### src/rtl/adc_emu_pkg.sv
package adc_emu_pkg;
   // which output pin continues with the other channel's word
   typedef enum logic {
      CHAIN_ON_A = 1'b0,
      CHAIN_ON_B = 1'b1
   } chain_pin_e;

   function automatic int unsigned width_for(input int unsigned max_val);
      return (max_val < 2) ? 1 : $clog2(max_val + 1);
   endfunction
endpackage

### src/rtl/adc_emu_timer.sv
module adc_emu_timer #(
   parameter int unsigned CONV_CYCLES = 40
) (
   input  logic clk,
   input  logic rst_n,
   input  logic trig,
   output logic start,
   output logic busy
);
   localparam int unsigned CW = adc_emu_pkg::width_for(CONV_CYCLES);

   logic [CW-1:0] remain_q;

   assign start = trig & ~busy;

   always_ff @(posedge clk) begin
      if (!rst_n) begin
         busy     <= 1'b0;
         remain_q <= '0;
      end else if (start) begin
         busy     <= 1'b1;
         remain_q <= CW'(CONV_CYCLES - 1);
      end else if (busy) begin
         if (remain_q == '0) busy <= 1'b0;
         else                remain_q <= remain_q - 1'b1;
      end
   end
endmodule

### config.mk
export PLATFORM = sky130hd
export DESIGN_NAME = adc_emu_timer
export DESIGN_NICKNAME = d
export VERILOG_FILES = /design/src/rtl/adc_emu_pkg.sv /design/src/rtl/adc_emu_timer.sv
export SDC_FILE = /design/constraint.sdc
export NUM_CORES = 1
export LEC_CHECK = 0
export BUFFER_PORTS_ARGS = -buffer_cell sky130_fd_sc_hd__buf_2
export CORE_AREA = 2 2 39 41
export CTS_CLUSTER_SIZE = 16
export DETAILED_ROUTE_END_ITERATION = 12
export DIE_AREA = 0 0 41 43
export GPL_TIMING_DRIVEN = 0
export SYNTH_ARGS = -nofsm -noshare
export SYNTH_HDL_FRONTEND = slang
export SYNTH_SLANG_ARGS = --single-unit
### constraint.sdc
create_clock -name clk -period 1.7 [get_ports clk]
set_input_delay 0.51 -clock clk [delete_from_list [all_inputs] [get_ports clk]]
set_output_delay 0.51 -clock clk [all_outputs]
set_load 0.01 [all_outputs]
---- Word level (Yosys, flattened, before mapping) ----
Cells that the tools add are included.
word-level totals
  output and inout port bits .............. 2
  register bits after elaboration ......... 7
  input port bits ......................... 3
  word-level logic and storage cells ...... 20
cells by class
  equal/unequal tests ..................... 1
  $add $sub $neg .......................... 1
  reductions and logical operators ........ 5
  bitwise logic cells ..................... 4
  multiplexer cells ....................... 6
operators by type and width
  operator                                          count
  2-to-1 mux 6 bit                                  3
  logical NOT 6 bit                                 1
  subtractor 6 x 1 -> 6 bit, second input constant  1
  AND reduction 2 bit                               2
  2-to-1 mux 1 bit                                  3
  NOT 1 bit                                         3
  != test 2 bit, second input constant              1
  nonzero test 2 bit                                1
  OR reduction 2 bit                                1
  AND 1 bit                                         1

---- Longest topological paths before layout ----
Gate-level depths: netlist of run 1.
  depth after elaboration ................. 4
  gate-level depth with buffers ........... 5

---- Worst setup path after synthesis of run 1 ----
Ideal clock, no wire load.
  kind .................................... flip-flop to flip-flop
  start point ............................. register remain_q[0]
  end point ............................... register remain_q[4]
  arrival time ............................ 1.430 ns
  data required time ...................... 1.614 ns
  cell stages (with the launch flop) ...... 6
  clock period less this slack ............ 1.516 ns
  library setup time ...................... 0.086 ns
  path slack .............................. 0.184 ns
  path buffers ............................ 0
  path through ............................ dfxtp_1 > inv_1 > ha_1 > nor4b_1 > or4_1 > a211oi_1
on the way
  cells in the longest elaborated chain, start to end .. 3
  elaborated cells between the ends (all ways) .. 4
  classes of those cells .................. 1 x add/sub; 1 x bitwise; 2 x reduce/logical
ends and longest elaborated chain
  item                                                               RTL line             source
  start, declared                                                    adc_emu_timer.sv:12  logic [CW-1:0] remain_q;
  start signal, assigned                                             adc_emu_timer.sv:22  remain_q <= CW'(CONV_CYCLES - 1);
  start signal, assigned                                             adc_emu_timer.sv:25  else remain_q <= remain_q - 1'b1;
  branches (longest 3 deep; another with subtractor 6 x 1 -> 6 bit)  n/a
Parallel ways; which one is timed is not known.
A chain may end at the register's enable or synchronous reset.

---- Final worst setup path of run 1 ----
  start point ............................. register remain_q[0]
  end point ............................... register remain_q[0]
on the way
  cells in the longest elaborated chain, start to end .. 4
  elaborated cells between the ends (all ways) .. 7
  classes of those cells .................. 1 x add/sub; 1 x eq/ne; 3 x mux; 2 x reduce/logical
ends and longest elaborated chain
  item                       RTL line             source
  subtractor 6 x 1 -> 6 bit  adc_emu_timer.sv:25
  2-to-1 mux 6 bit           adc_emu_timer.sv:24  if (remain_q == '0) busy <= 1'b0;
  2-to-1 mux 6 bit           adc_emu_timer.sv:23  end else if (busy) begin
  2-to-1 mux 6 bit           adc_emu_timer.sv:20  end else if (start) begin
Parallel ways exist; a longest one is shown, timed or not. The select of a mux whose other input is x is not followed.

==> results of run 1 <==
==> worst register-to-register path, cell delays in order (launching register included) <==
cell and delay, ns:
dfxtp_2 0.34, inv_1 0.09, ha_2 0.19, or4b_4 0.51, o22a_1 0.19, o211a_1 0.20
==> synth_stat cells (all sizes together), types with 2 or more instances <==
library cell  n
ha            2
nor4          2
a21oi         2
or4           2
nor4b         3
dfxtp         7
o211ai        2
inv           4
nand2b        2
nand3         4
==> worst paths after layout <==
path	startpoint	endpoint	slack, ns
max	remain_q[0]	remain_q[0]	0.07
max reg2reg	remain_q[0]	remain_q[0]	0.07
min reg2reg	remain_q[4]	remain_q[4]	0.54
min	remain_q[4]	remain_q[4]	0.54
==> routing by layer <==
layer	vias up	GRT usage (%)
met5	-	0
met4	0	8.00
met3	2	3.14
met2	4	16.3
met1	180	16.2
li1	191	-
==> through the flow <==
stage	setup TNS (ns)	utilization, %	cell area [um2]	total power (uW)	std cells
finish	0	35.8	495	512	69
global route	-0.0132	35.8	495	550	69
CTS	0	34.8	482	503	69
detailed placement	0	32.8	454	348	65
global placement	0	32.8	454	346	65
floorplan	0	-	414	315	45
==> power by group through the flow <==
stage | clock network [uW] | registers (uW) | logic [uW]
after detailed placement | 0 | 214 | 134
final | 154 | 215 | 143
after global placement | 0 | 214 | 133
after floorplan | 0 | 209 | 106
after global routing | 170 | 220 | 160
after CTS | 157 | 211 | 136
==> area by class of cell <==
| cell class | count | area (um2) |
|---|---|---|
| Sequential cell | 7 | 143 |
| Tap cell | 16 | 20.0 |
| Multi-Input combinational cell | 32 | 256 |
| Timing Repair Buffer | 4 | 20.0 |
| Fill cell | 145 | 888 |
| Buffer | 2 | 15.0 |
| Inverter | 4 | 15.0 |
| Clock buffer | 4 | 26.3 |
==> state kept, by name, summed over array words and instances (netlist names) <==
| signal | cells |
|---|---|
| remain_q | 6 |
| busy | 1 |
==> layout by cell type (no fill, tap or decap) <==
cell      instances
dfxtp_1           5
inv_1             4
nand3_1           4
buf_2             4
clkbuf_4          3
buf_4             2
nor4b_1           2
nor4_1            2
o211ai_1          2
a21oi_1           2
dfxtp_2           2
nor2b_1           1
nand2b_4          1
or4_2             1
or4b_4            1
o22a_1            1
o211a_1           1
nor3_1            1
a31o_2            1
nand2_1           1
or3_1             1
o311ai_0          1
nor4b_2           1
a311oi_1          1
and2_2            1
nand2b_1          1
o31ai_1           1
or4_1             1
a211oi_1          1
ha_2              1
ha_1              1
clkbuf_1          1
==> cell families (layout without fill, tap and decap cells) <==
kind of cell               Yosys count  after routing  synth area share (%)
buffers and inverters                6             14                  6.34
adders and majority gates            2              2                  6.04
DFF                                  7              7                  33.8
AOI/OAI and AO/OA                   11             11                  20.5
and+or+nand+nor                     19             19                  33.2
==> repair_timing <==
item	CTS	global route
resized for setup	1	6
setup endpoints to repair	1	4
hold buffers	0	0
==> report_table.html, run 1 <==
<table>
<tr><th>Metric</th><th>Value</th></tr>
<tr><th colspan="2">Yosys</th></tr>
<tr><td>Count of mapped cells out of synthesis</td><td>45</td></tr>
<tr><td>Yosys Warn Count</td><td>0</td></tr>
<tr><td>Synth cell types</td><td>27</td></tr>
<tr><td>Number of nets produced by synthesis</td><td>50</td></tr>
<tr><td>Post-synthesis sequential area ratio</td><td>33.8%</td></tr>
<tr><td>Leading area contributor after synthesis</td><td>dfxtp_1</td></tr>
<tr><td>Mapped cell area</td><td>414 um2</td></tr>
<tr><td>Mapped Avg Cell Area</td><td>9.20 um2</td></tr>
<tr><td>Cells taking the most area after synthesis</td><td>dfxtp_1 (34%), nor4b_1 (6.3%), ha_1 (6.0%)</td></tr>
<tr><td>Flops &amp; latches, synth</td><td>7</td></tr>
<tr><td>Most frequently used flop master after synthesis</td><td>dfxtp_1</td></tr>
<tr><td>Top cell type's share of synthesized area</td><td>33.8%</td></tr>
<tr><td>Share of flip-flops with an asynchronous set or reset</td><td>0%</td></tr>
<tr><td>Number of flops mapped to enable cells by yosys</td><td>0</td></tr>
<tr><th colspan="2">STA</th></tr>
<tr><td>Worst-case headroom to the max-slew limit</td><td>between 60 and 70%</td></tr>
<tr><td>Total count of max-transition violations in the final report</td><td>0</td></tr>
<tr><td>Fmax</td><td>0.614 GHz</td></tr>
<tr><td>Worst hold slack</td><td>between 0.5 and 0.6 ns</td></tr>
<tr><td>Worst clock skew on the final layout</td><td>0.000867 ns</td></tr>
<tr><td>Hold Vio Cnt, Final</td><td>0</td></tr>
<tr><td>Worst path setup slack after routing</td><td>0.0713 ns</td></tr>
<tr><td>Worst slew pin tran</td><td>0.560 ns</td></tr>
<tr><td>Share of the clock period used by the worst path</td><td>95.8%</td></tr>
<tr><td>Time the final worst path needs with I/O delays and setup</td><td>~1.6 ns</td></tr>
<tr><td>Setup-violating endpoint count in the final report</td><td>0</td></tr>
<tr><th colspan="2">Min path</th></tr>
<tr><td>Class of the most critical hold timing path</td><td>flip-flop to flip-flop</td></tr>
<tr><td>Number of stages on the worst hold path</td><td>2</td></tr>
<tr><th colspan="2">Die</th></tr>
<tr><td>Boundary Pins</td><td>5</td></tr>
<tr><td>Width of the die</td><td>41 um</td></tr>
<tr><td>Starting Density</td><td>29.9%</td></tr>
<tr><td>Die Area</td><td>0.00176 mm2</td></tr>
<tr><td># rows</td><td>14</td></tr>
<tr><td>Core footprint</td><td>0.00138 mm2</td></tr>
<tr><td>Y dimension of the die</td><td>around 43 um</td></tr>
<tr><th colspan="2">Placed design</th></tr>
<tr><td>Number of buffers added on ports</td><td>4</td></tr>
<tr><td>Worst slack after detailed placement</td><td>0.0239 ns</td></tr>
<tr><td>Final HPWL from detailed placement</td><td>607 um</td></tr>
<tr><td>Gp weighted congestion</td><td>0.684</td></tr>
<tr><th colspan="2">Pwr</th></tr>
<tr><td>Maximum vdd drop</td><td>0.519 mV</td></tr>
<tr><td>Part of the total power dissipated in the clock network</td><td>30.0%</td></tr>
<tr><td>Relative contribution of sequential cells to total power</td><td>42.0%</td></tr>
<tr><td>Ratio of total power to cell area</td><td>1030 mW/mm2</td></tr>
<tr><td>Net switching share of the total power</td><td>between 30% and 40%</td></tr>
<tr><td>Leakage power</td><td>~0.00019 uW</td></tr>
<tr><td>Switching power</td><td>163 uW</td></tr>
<tr><td>Internal Dissipation</td><td>348 uW</td></tr>
<tr><td>Part of the power in combinational logic</td><td>roughly 28%</td></tr>
<tr><th colspan="2">Clock network</th></tr>
<tr><td>Reg clk slew, reported paths</td><td>0.05 ns</td></tr>
<tr><td>Worst skew pair latency</td><td>between 0.2 and 0.3 ns</td></tr>
<tr><td>Buffer count from post-CTS setup fixing</td><td>0</td></tr>
<tr><td>TritonCTS Buffers</td><td>3</td></tr>
<tr><td>TritonCTS clock tree</td><td>yes</td></tr>
<tr><td>Maximum number of buffers from clock root to sink</td><td>2</td></tr>
<tr><td>Clk sinks</td><td>7</td></tr>
<tr><td>H-tree depth</td><td>1</td></tr>
<tr><td>Root buf cell</td><td>clkbuf_4</td></tr>
<tr><th colspan="2">Flow run</th></tr>
<tr><td>Number of violations of the max-capacitance limit</td><td>0</td></tr>
<tr><th colspan="2">Critical path</th></tr>
<tr><td>Category of the worst setup path launch point</td><td>flip-flop</td></tr>
<tr><td>CP Buf/Inv Count</td><td>1</td></tr>
<tr><td>R2r worst-path depth</td><td>5</td></tr>
<tr><td>Arrival time of data at the critical path endpoint</td><td>1.77 ns</td></tr>
<tr><td>Largest delay contributor family on the critical path</td><td>simple AND/OR/NAND/NOR gates</td></tr>
<tr><td>CP Cell Sequence</td><td>inv_1, ha_2, or4b_4, o22a_1, o211a_1</td></tr>
<tr><td>Crit path max-delay cell type</td><td>or4b_4</td></tr>
<tr><td>Worst EP required</td><td>1.84 ns</td></tr>
<tr><td>Category of the critical setup timing path</td><td>flip-flop to flip-flop</td></tr>
<tr><td>Highest net fanout along the worst path</td><td>5</td></tr>
<tr><td>Stages on the worst setup path</td><td>5</td></tr>
<tr><td>Delay of the slowest cell on the worst path</td><td>slightly above 0.5 ns</td></tr>
<tr><td>Critical path capture point type</td><td>flip-flop</td></tr>
<tr><th colspan="2">Detailed routing</th></tr>
<tr><td>Final ANT Viol Nets</td><td>0</td></tr>
<tr><td>Met2 routed WL</td><td>429 um</td></tr>
<tr><td>Average wire per cell in the routed design</td><td>12.8 um</td></tr>
<tr><td>Routed metal-1 wire length</td><td>418 um</td></tr>
<tr><td>Remaining DRCs</td><td>0</td></tr>
<tr><td>Number of DRC violations after detailed-routing iteration 0</td><td>3</td></tr>
<tr><td>Detail Route met3 WL</td><td>22 um</td></tr>
<tr><td>WL final</td><td>881 um</td></tr>
<tr><td>DR vias</td><td>377</td></tr>
<tr><td>Highest routed layer</td><td>met4</td></tr>
<tr><td>First drt pass iteration count</td><td>2</td></tr>
<tr><td>Post-DR vias/cell</td><td>5.46</td></tr>
<tr><th colspan="2">Layout</th></tr>
<tr><td>Area added between synthesis and finish</td><td>19.6%</td></tr>
<tr><td>ANT cells</td><td>0</td></tr>
<tr><td>Nets@finish</td><td>59</td></tr>
<tr><td>Share of layout cells above drive strength 1</td><td>approximately 34%</td></tr>
<tr><th colspan="2">Global routing</th></tr>
<tr><td>First-pass GRT wire length</td><td>1410 um</td></tr>
<tr><td>Via count of the first global-routing pass</td><td>343</td></tr>
<tr><td>Maximum number of pins on one net before global-route repair</td><td>11</td></tr>
<tr><td>Total track usage</td><td>12.1%</td></tr>
<tr><td>Leftover overflow at the end of global routing</td><td>0</td></tr>
<tr><td>Antenna violations before repair</td><td>0</td></tr>
<tr><th colspan="2">Run status</th></tr>
<tr><td>Outcome</td><td>complete, no violations</td></tr>
</table>
Power figures use the tool's default switching activity.
==> run 2: changes to the inputs <==
--- a/config.mk
+++ b/config.mk
@@ -5,11 +5,11 @@
 export SDC_FILE = /design/constraint.sdc
 export NUM_CORES = 1
 export LEC_CHECK = 0
-export BUFFER_PORTS_ARGS = -buffer_cell sky130_fd_sc_hd__buf_2
 export CORE_AREA = 2 2 39 41
 export CTS_CLUSTER_SIZE = 16
 export DETAILED_ROUTE_END_ITERATION = 12
 export DIE_AREA = 0 0 41 43
+export DONT_BUFFER_PORTS = 1
 export GPL_TIMING_DRIVEN = 0
 export SYNTH_ARGS = -nofsm -noshare
 export SYNTH_HDL_FRONTEND = slang
==> run 2 against run 1 <==
Against the previous run: global-route usage fell by 0.20 points; sequential power about the same; core utilization shrank 1.8 points; highest routed layer is now met3; largest cell class unchanged; largest power group unchanged.
==> report_table.html, run 2 (same netlist as run 1, synthesis figures left out) <==
<table>
<tr><th>Metric</th><th>Value</th></tr>
<tr><th colspan="2">Run status</th></tr>
<tr><td>Outcome</td><td>complete, no violations (unchanged)</td></tr>
<tr><th colspan="2">Layout</th></tr>
<tr><td>Max reg flops</td><td>6 (unchanged)</td></tr>
<tr><td>Share of layout cells above drive strength 1</td><td>26.5% (was 34.0%)</td></tr>
<tr><td>Highest-count cells in the layout ignoring fill and taps</td><td>dfxtp_1 (5), inv_1 (4), nand3_1 (4) (was dfxtp_1 (5), inv_1 (4), nand3_1 (4), buf_2 (4), clkbuf_4 (3))</td></tr>
<tr><td>Share of the core filled with cells in the final layout</td><td>34.0% (was 35.8%)</td></tr>
<tr><td>Register containing the most flip-flops in the final layout</td><td>remain_q (unchanged)</td></tr>
<tr><td>Filler cells</td><td>134 (was 145)</td></tr>
<tr><td>Most common cell after layout, fill and taps aside</td><td>dfxtp_1 (unchanged)</td></tr>
<tr><td>ANT cells</td><td>0 (unchanged)</td></tr>
<tr><td>Largest registers</td><td>remain_q x6, busy x1 (unchanged)</td></tr>
<tr><td>Nets@finish</td><td>55 (was 59)</td></tr>
<tr><td>Final Non-Filler Cells</td><td>65 (was 69)</td></tr>
<tr><td>Area added between synthesis and finish</td><td>13.6% (was 19.6%)</td></tr>
<tr><th colspan="2">Critical path</th></tr>
<tr><td>Worst EP required</td><td>1.84 ns (about the same)</td></tr>
<tr><td>CP Cell Sequence</td><td>inv_1, ha_1, or4b_4, o22a_1, o211a_1 (was inv_1, ha_2, or4b_4, o22a_1, o211a_1)</td></tr>
<tr><td>Delay of the slowest cell on the worst path</td><td>0.52 ns (was 0.51 ns)</td></tr>
<tr><td>Crit path max-delay cell type</td><td>or4b_4 (unchanged)</td></tr>
<tr><td>Largest delay contributor family on the critical path</td><td>simple AND/OR/NAND/NOR gates (unchanged)</td></tr>
<tr><td>Critical path capture point type</td><td>flip-flop (unchanged)</td></tr>
<tr><td>Category of the critical setup timing path</td><td>flip-flop to flip-flop (unchanged)</td></tr>
<tr><td>CP Buf/Inv Count</td><td>1 (unchanged)</td></tr>
<tr><td>Highest net fanout along the worst path</td><td>5 (unchanged)</td></tr>
<tr><td>Category of the worst setup path launch point</td><td>flip-flop (unchanged)</td></tr>
<tr><td>Arrival time of data at the critical path endpoint</td><td>1.77 ns (about the same)</td></tr>
<tr><th colspan="2">Detailed routing</th></tr>
<tr><td>Post-DR vias/cell</td><td>5.65 (was 5.46)</td></tr>
<tr><td>Number of DRC violations after detailed-routing iteration 0</td><td>8 (was 3)</td></tr>
<tr><td>Average wire per cell in the routed design</td><td>13.6 um (was 12.8 um)</td></tr>
<tr><td>Final ANT Viol Nets</td><td>0 (unchanged)</td></tr>
<tr><td>DR vias</td><td>367 (was 377)</td></tr>
<tr><td>First drt pass iteration count</td><td>3 (was 2)</td></tr>
<tr><td>WL final</td><td>886 um (was 881 um)</td></tr>
<tr><td>Remaining DRCs</td><td>0 (unchanged)</td></tr>
<tr><th colspan="2">STA</th></tr>
<tr><td>Hold Vio Cnt, Final</td><td>0 (unchanged)</td></tr>
<tr><td>Worst path setup slack after routing</td><td>0.0711 ns (was 0.0713 ns)</td></tr>
<tr><td>Worst clock skew on the final layout</td><td>0.0104 ns (was 0.000867 ns)</td></tr>
<tr><td>Worst slew pin tran</td><td>0.552 ns (was 0.560 ns)</td></tr>
<tr><td>Share of the clock period used by the worst path</td><td>95.8% (about the same)</td></tr>
<tr><td>Time the final worst path needs with I/O delays and setup</td><td>1.63 ns (about the same)</td></tr>
<tr><td>Total count of max-transition violations in the final report</td><td>0 (unchanged)</td></tr>
<tr><td>Fmax</td><td>0.614 GHz (about the same)</td></tr>
<tr><td>Worst-case headroom to the max-slew limit</td><td>62.7% (was 62.1%)</td></tr>
<tr><td>Setup-violating endpoint count in the final report</td><td>0 (unchanged)</td></tr>
<tr><td>Setup TNS after final layout</td><td>0 ns (unchanged)</td></tr>
<tr><td>Unrepaired setup endpoints after global routing</td><td>false</td></tr>
<tr><th colspan="2">Clock network</th></tr>
<tr><td>Reg clk slew, reported paths</td><td>0.05 ns (about the same)</td></tr>
<tr><td>Clk sinks</td><td>7 (unchanged)</td></tr>
<tr><td>H-tree depth</td><td>1 (unchanged)</td></tr>
<tr><td>Maximum number of buffers from clock root to sink</td><td>2 (unchanged)</td></tr>
<tr><td>Worst skew pair latency</td><td>0.26 ns (was 0.25 ns)</td></tr>
<tr><td>TritonCTS clock tree</td><td>yes (unchanged)</td></tr>
<tr><td>Root buf cell</td><td>clkbuf_4 (unchanged)</td></tr>
<tr><td>TritonCTS Buffers</td><td>3 (unchanged)</td></tr>
<tr><th colspan="2">Global routing</th></tr>
<tr><td>Via count of the first global-routing pass</td><td>316 (was 343)</td></tr>
<tr><td>Total track usage</td><td>11.9% (was 12.1%)</td></tr>
<tr><td>Leftover overflow at the end of global routing</td><td>0 (unchanged)</td></tr>
<tr><td>First-pass GRT wire length</td><td>1370 um (was 1410 um)</td></tr>
<tr><td>Maximum number of pins on one net before global-route repair</td><td>11 (unchanged)</td></tr>
<tr><td>Antenna violations before repair</td><td>0 (unchanged)</td></tr>
<tr><th colspan="2">Placed design</th></tr>
<tr><td>Number of buffers added on ports</td><td>0 (was 4)</td></tr>
<tr><td>Gp weighted congestion</td><td>0.716 (was 0.684)</td></tr>
<tr><td>Final HPWL from detailed placement</td><td>590 um (was 607 um)</td></tr>
<tr><td>Worst slack after detailed placement</td><td>0.0713 ns (was 0.0239 ns)</td></tr>
<tr><td>Number of instances in the placed design</td><td>61 (was 65)</td></tr>
<tr><th colspan="2">Die</th></tr>
<tr><td>Starting Density</td><td>29.9% (unchanged)</td></tr>
<tr><td>Y dimension of the die</td><td>43 um (unchanged)</td></tr>
<tr><td># rows</td><td>14 (unchanged)</td></tr>
<tr><td>Die Area</td><td>0.00176 mm2 (unchanged)</td></tr>
<tr><td>Width of the die</td><td>41 um (unchanged)</td></tr>
<tr><td>Boundary Pins</td><td>5 (unchanged)</td></tr>
<tr><td>Core footprint</td><td>0.00138 mm2 (unchanged)</td></tr>
<tr><th colspan="2">Min path</th></tr>
<tr><td>Class of the most critical hold timing path</td><td>input port to flip-flop (was flip-flop to flip-flop)</td></tr>
<tr><th colspan="2">Pwr</th></tr>
<tr><td>Total power after layout</td><td>500 uW (was 512 uW)</td></tr>
<tr><td>Internal Dissipation</td><td>341 uW (was 348 uW)</td></tr>
<tr><td>Ratio of total power to cell area</td><td>1060 mW/mm2 (was 1030 mW/mm2)</td></tr>
<tr><td>Relative contribution of sequential cells to total power</td><td>43.1% (was 42.0%)</td></tr>
<tr><td>Switching power</td><td>159 uW (was 163 uW)</td></tr>
<tr><td>Part of the total power dissipated in the clock network</td><td>31.1% (was 30.0%)</td></tr>
<tr><td>Net switching share of the total power</td><td>31.8% (was 31.9%)</td></tr>
<tr><td>Maximum vdd drop</td><td>0.481 mV (was 0.519 mV)</td></tr>
<tr><td>Part of the power in combinational logic</td><td>25.8% (was 27.9%)</td></tr>
<tr><td>Leakage power</td><td>0.000174 uW (was 0.000190 uW)</td></tr>
<tr><th colspan="2">Flow run</th></tr>
<tr><td>Number of violations of the max-capacitance limit</td><td>0 (unchanged)</td></tr>
</table>
run 2: changes by cell type in the layout (fill, tap and decap cells not counted), sizes merged:
| cell | previous run | this run |
|---|---|---|
| clkbuf | 4 | 5 |
| buf | 6 | 1 |
run 2: per-stage QoR:
step                      instance area [um2]  hold WS, ns
after floorplan                           414        0.493
after global placement                    434        0.523
after detailed placement                  434        0.530
after CTS                                 462        0.387
after global routing                      470        0.373
final                                     470        0.392
run 2: power by group through the flow:
stage,sequential [uW],clock [uW],combinational [uW]
after floorplan,209,0,106
after global placement,215,0,123
after detailed placement,215,0,124
after CTS,212,164,127
after global routing,219,174,140
final,216,156,129
run 2: worst paths after layout:
path / endpoint / depth (start not counted) / startpoint / slack, ns
setup reg to reg: remain_q[0] / 5 / remain_q[0] / 0.07
hold reg to reg: remain_q[4] / 2 / remain_q[4] / 0.54
hold / removal: remain_q[0] / 1 / rst_n / 0.39
setup / recovery: remain_q[0] / 5 / remain_q[0] / 0.07
run 2: area by class of cell:
type / instances / area (um2) / share of cell area (%)
multi-input cells: 32 / 254 / 54.0
flip-flops and latches: 7 / 143 / 30.3
clock buffers: 4 / 26.3 / 5.59
well taps: 16 / 20.0 / 4.26
inverters: 4 / 15.0 / 3.19
plain buffers: 2 / 12.5 / 2.66
run 2: layer usage:
layer / part of all wire, % / GRT usage [%] / vias to the layer above
met4: 0 / 6.00 / 0
li1: - / - / 187
met1: 47 / 15.5 / 173
met2: 48 / 15.0 / 7
met5: 0 / 0 / -
met3: 5.2 / 6.81 / 0
run 2: what timing repair did:
item / CTS / global route
endpoints found under the setup margin: 1 / 2
gates resized for setup: 1 / 3
hold buffers: 0 / 0
pin swaps: 0 / 0
gates cloned: 0 / 0
setup buffers: 0 / 0
